**src/rtl/aud_ser_tx.sv**
```systemverilog
module aud_ser_tx #(
  parameter int DW = 32,
  parameter int CW = 8
) (
  input  logic          bit_clk,
  input  logic          rst_n,
  input  logic [1:0]    fmt,
  input  logic [1:0]    wsel,
  input  logic          frame_clk,
  input  logic [DW-1:0] smp_l,
  input  logic [DW-1:0] smp_r,
  input  logic          smp_vld,
  output logic          sdata,
  output logic          pair_req
);
  localparam int WB = $clog2(DW + 1);

  logic          fc_q;
  logic [CW-1:0] cnt, hlen, slot, cnt_inc, rj_start, start_slot;
  logic [WB-1:0] wbits;
  logic [DW-1:0] hold_l, hold_r, act_l, act_r, shreg, word, aligned;

  wire is_rj     = (fmt == 2'd1);
  wire is_i2s    = (fmt == 2'd2);
  wire fc_edge   = (frame_clk != fc_q);
  wire left_now  = is_i2s ? ~frame_clk : frame_clk;
  wire left_edge = fc_edge & left_now;

  always_comb begin
    case (wsel)
      2'd0:    wbits = WB'(16);
      2'd1:    wbits = WB'(20);
      2'd2:    wbits = WB'(24);
      default: wbits = WB'(32);
    endcase
  end

  assign cnt_inc    = (&cnt) ? cnt : cnt + 1'b1;
  assign slot       = fc_edge ? '0 : cnt_inc;
  assign rj_start   = (hlen > CW'(wbits)) ? hlen - CW'(wbits) : '0;
  assign start_slot = is_rj ? rj_start : (is_i2s ? CW'(1) : '0);
  assign word       = left_now ? (left_edge ? hold_l : act_l) : act_r;
  assign aligned    = word << (WB'(DW) - wbits);

  always_ff @(negedge bit_clk or negedge rst_n) begin
    if (!rst_n) begin
      fc_q     <= 1'b0;
      cnt      <= '0;
      hlen     <= '0;
      hold_l   <= '0;
      hold_r   <= '0;
      act_l    <= '0;
      act_r    <= '0;
      shreg    <= '0;
      sdata    <= 1'b0;
      pair_req <= 1'b0;
    end else begin
      fc_q     <= frame_clk;
      cnt      <= slot;
      pair_req <= left_edge;
      if (fc_edge) hlen <= cnt_inc;
      if (smp_vld) begin
        hold_l <= smp_l;
        hold_r <= smp_r;
      end
      if (left_edge) begin
        act_l <= hold_l;
        act_r <= hold_r;
      end
      if (slot == start_slot) begin
        sdata <= aligned[DW-1];
        shreg <= aligned << 1;
      end else begin
        sdata <= shreg[DW-1];
        shreg <= shreg << 1;
      end
    end
  end
endmodule

```
**config.mk**
```make
export PLATFORM = sky130hd
export DESIGN_NAME = aud_ser_tx
export DESIGN_NICKNAME = d
export VERILOG_FILES = /design/src/rtl/aud_ser_tx.sv
export SDC_FILE = /design/constraint.sdc
export NUM_CORES = 1
export LEC_CHECK = 0
export BUFFER_PORTS_ARGS = -buffer_cell sky130_fd_sc_hd__buf_4
export CAP_MARGIN = 25
export CORE_MARGIN = 1.5
export CORE_UTILIZATION = 60
export CTS_CLUSTER_SIZE = 8
export DETAILED_ROUTE_END_ITERATION = 8
export GPL_TIMING_DRIVEN = 1
export PLACE_DENSITY = 0.83
export SKIP_LAST_GASP = 1
export SYNTH_ARGS = -nofsm -noshare
export SYNTH_HDL_FRONTEND = slang
export SYNTH_SLANG_ARGS = --single-unit
```
**constraint.sdc**
```tcl
create_clock -name bit_clk -period 3.06 [get_ports bit_clk]
set_input_delay 0.612 -clock bit_clk [delete_from_list [all_inputs] [get_ports bit_clk]]
set_output_delay 0.612 -clock bit_clk [all_outputs]
set_load 0.01 [all_outputs]
```
==> results.json <==
{
  "r2r_slack_ns": 0.01,
  "hold_ws_ns": 0.437,
  "area_delta_synth_final_pct": 38.2,
  "drt-wirelength-per-cell_um": 22.5,
  "worst_ep_arrival_time_ns": 3.23,
  "hold_violations": 0,
  "port_buffers": 73,
  "syn_avg_cell_area_um2": 11.4,
  "cp_slowest_cell": "a211o_4",
  "ys_seq_elements": 178,
  "fin_ws_ns": -1.44,
  "drtIter0Drc": 638,
  "grt_overflow": 0,
  "hp-start": "shreg[30]",
  "path_cells": "buf_12 -> inv_12 -> ha_4 -> ha_4 -> inv_2 -> fa_2 -> a311oi_4 -> a211o_4 -> buf_6 -> nor2_4 -> nand3_2 -> o211ai_1 -> nand4_4 -> buf_8 -> buf_8 -> mux2_4",
  "holdPathEnd": "shreg[31]",
  "grt_pass1_wl_mm": 39.9,
  "drc": 0,
  "setup_viol": 95,
  "reg2reg_depth": 11,
  "yosys_warnings": 0,
  "rsz0062_at_grt": "yes",
  "hp-class": "reg2reg",
  "status": "finished, violations left",
  "grt_pass1_vias": 7305,
  "slew_viol_final": 0,
  "htree_levels": 4,
  "initial_core_util_pct": 60.8,
  "cts_tree": "yes",
  "required_ns": 1.78,
  "die_area_um2": 15400,
  "endpoint_kind": "flop",
  "relSlewSlack_pct": 67.0,
  "routed_wirelength_mm": 26.0,
  "synth_top_area_cell": "dfrtn_1",
  "finalPower_mw": 7.89,
  "vias": 7160,
  "synth.distinct_cells": 58,
  "drtAntennaViolNets": 0,
  "grt_antenna_before_repair": 0,
  "drt-vias-per-instance": 6.20,
  "clkSinkCount": 178,
  "min_path_cells": 1,
  "final_layout_size_suffix_gt1_share_pct": 46.1,
  "core_area_um2": 14400,
  "cap_violations": 0,
  "clock_skew_ns": 0.00814,
  "synth.area.top_cells": "dfrtn_1 51%, mux2_2 17%, mux2_4 3.4%",
  "clock-root-buffer": "clkbuf_16",
  "post-synth-top-count-cell": "dfrtn_1",
  "nets": 1040,
  "reg2reg_from": "cnt[1]",
  "syn_inst": 771,
  "die_w_um": 124,
  "leakagePower_nw": 5.62,
  "insertion_delay_ns": 0.41,
  "synth-edff-count": 0,
  "multi_input_area_um2": 4600,
  "ys_top_cells_by_count": "178 x dfrtn_1, 129 x mux2_2, 77 x nand2_1, 52 x nor2_1, 48 x o21ai_0",
  "synthArstFlopShare_pct": 100,
  "yosysSeqAreaShare_pct": 50.8,
  "worst_pin_slew_ns": 0.490,
  "gp_congestion": 0.979,
  "nFillCells": 720,
  "cts_made_buffers": 17,
  "start_kind": "primary input",
  "regToRegEndpoint": "shreg[21]",
  "path_max_fanout": 7,
  "io_pins": 74,
  "worstSetupPathType": "in2reg",
  "clk_pin_slew_worst_paths_ns": 0.05,
  "die_height_um": 124,
  "grt_use_total_pct": 35.2,
  "dpl.hpwl_mm": 16.8,
  "firstDrtPassIters": 6,
  "grt_max_degree": 46,
  "pwr_density_cell_nw_per_um2": 651,
  "n_antenna_cell": 0,
  "syn_nets": 854,
  "synth_top_area_share_pct": 50.8,
  "cp_slowest_stage_delay_ns": 0.38,
  "failed_checks": "setup timing",
  "rows": 44,
  "clk_path_buf_depth": 2,
  "netlist_area_um2": 8770,
  "ff_latch_area_um2": 4450,
  "max-vdd-ir-drop_uv": 470,
  "synth_top_flop_cell": "dfrtn_1"
}
[cell usage in the layout (no fill, tap or decap), drive strengths merged, types with 5 or more instances in the layout]
cell type and n:
buf 214, clkbuf 17, nand3 16, nor3 5
a22oi 6, o31ai 6, mux2 155, xnor2 9
nor2 52, a31oi 7, ha 10, and3 9
a21oi 22, inv 25, dfrtn 178, o21ai 49
o32ai 11, mux2i 10, nand2b 5, xor2 7
nand2 77, o22ai 13
[metal layers]
| layer | part of all wire, % | up-vias | track usage (%) |
|---|---|---|---|
| met2 | 50 | 315 | 58.9 |
| met5 | 0 | - | 0 |
| met3 | 5.5 | 78 | 7.78 |
| met1 | 41 | 3621 | 44.4 |
| met4 | 3.8 | 0 | 14.2 |
| li1 | - | 3146 | - |
[kinds of logic (layout without fill, tap and decap cells)]
logic type / Yosys count / count (layout) / share of synthesized area, %
xor+xnor: 16 / 16 / 1.68
simple gates: 192 / 192 / 10.1
buf+inv: 65 / 264 / 3.15
fa+ha+maj: 11 / 11 / 1.65
compound gates: 144 / 144 / 10.7
flops: 178 / 178 / 50.8
mux: 165 / 165 / 21.9
[report_power, final]
part	switching, mW	internal (mW)
registers	0.310	2.86
clock network	1.05	1.33
logic	1.00	1.35
total	2.36	5.53
[through the flow]
| step | instance area (µm²) | setup WS (ns) | instances | setup TNS, ns | utilization [%] |
|---|---|---|---|---|---|
| 3_3_place_gp | 10700 | -1.80 | 1092 | -113.95 | 74.3 |
| 2_1_floorplan | 9350 | -1.52 | 771 | -72.18 | - |
| 5_1_grt | 12100 | -1.53 | 1154 | -84.55 | 84.0 |
| 6_report | 12100 | -1.44 | 1154 | -79.67 | 84.0 |
| 3_5_place_dp | 10700 | -1.86 | 1092 | -117.74 | 74.3 |
| 4_1_cts | 12000 | -1.39 | 1152 | -69.75 | 83.4 |
[worst max path at each step]
stage	to	cells past startpoint	from
after global placement	shreg[28]	15	wsel[0]
after detailed placement	shreg[30]	15	wsel[0]
after CTS	shreg[21]	15	wsel[1]
after floorplan	shreg[25]	13	wsel[1]
after global routing	shreg[21]	16	wsel[1]
final	shreg[21]	16	wsel[1]
[layout make-up]
cell class | count | area share [%]
tap | 184 | 1.90
clock buffer | 17 | 3.51
multi-input combinational | 528 | 37.9
clock inverter | 15 | 1.77
sequential | 178 | 36.8
inverter | 18 | 0.681
timing repair buffer | 214 | 17.4
[worst max-delay path, delay by kind of cell]
| kind | cells | cell delay [ns] |
|---|---|---|
| compound gates | 3 | 0.77 |
| simple gates | 3 | 0.33 |
| mux | 1 | 0.30 |
| fa+ha+maj | 3 | 0.54 |
| buf+inv | 6 | 0.67 |
[registers in the layout, summed over array words and instances, names as in the netlist, 8 cells and up]
| signal | cells |
|---|---|
| shreg | 31 |
| hold_l | 32 |
| act_r | 32 |
| cnt | 8 |
| hold_r | 32 |
| act_l | 32 |
| hlen | 8 |
[repair_timing]
action | CTS | global route
resized for setup | 59 | 19
setup endpoints to repair | 97 | 98
pin swaps | 17 | 6
buffers inserted | 19 | 4
gates cloned | 9 | 0
hold endpoints to repair | 0 | 0
hold buffers | 0 | 0
Note: power is estimated with default switching activity, not from simulation.
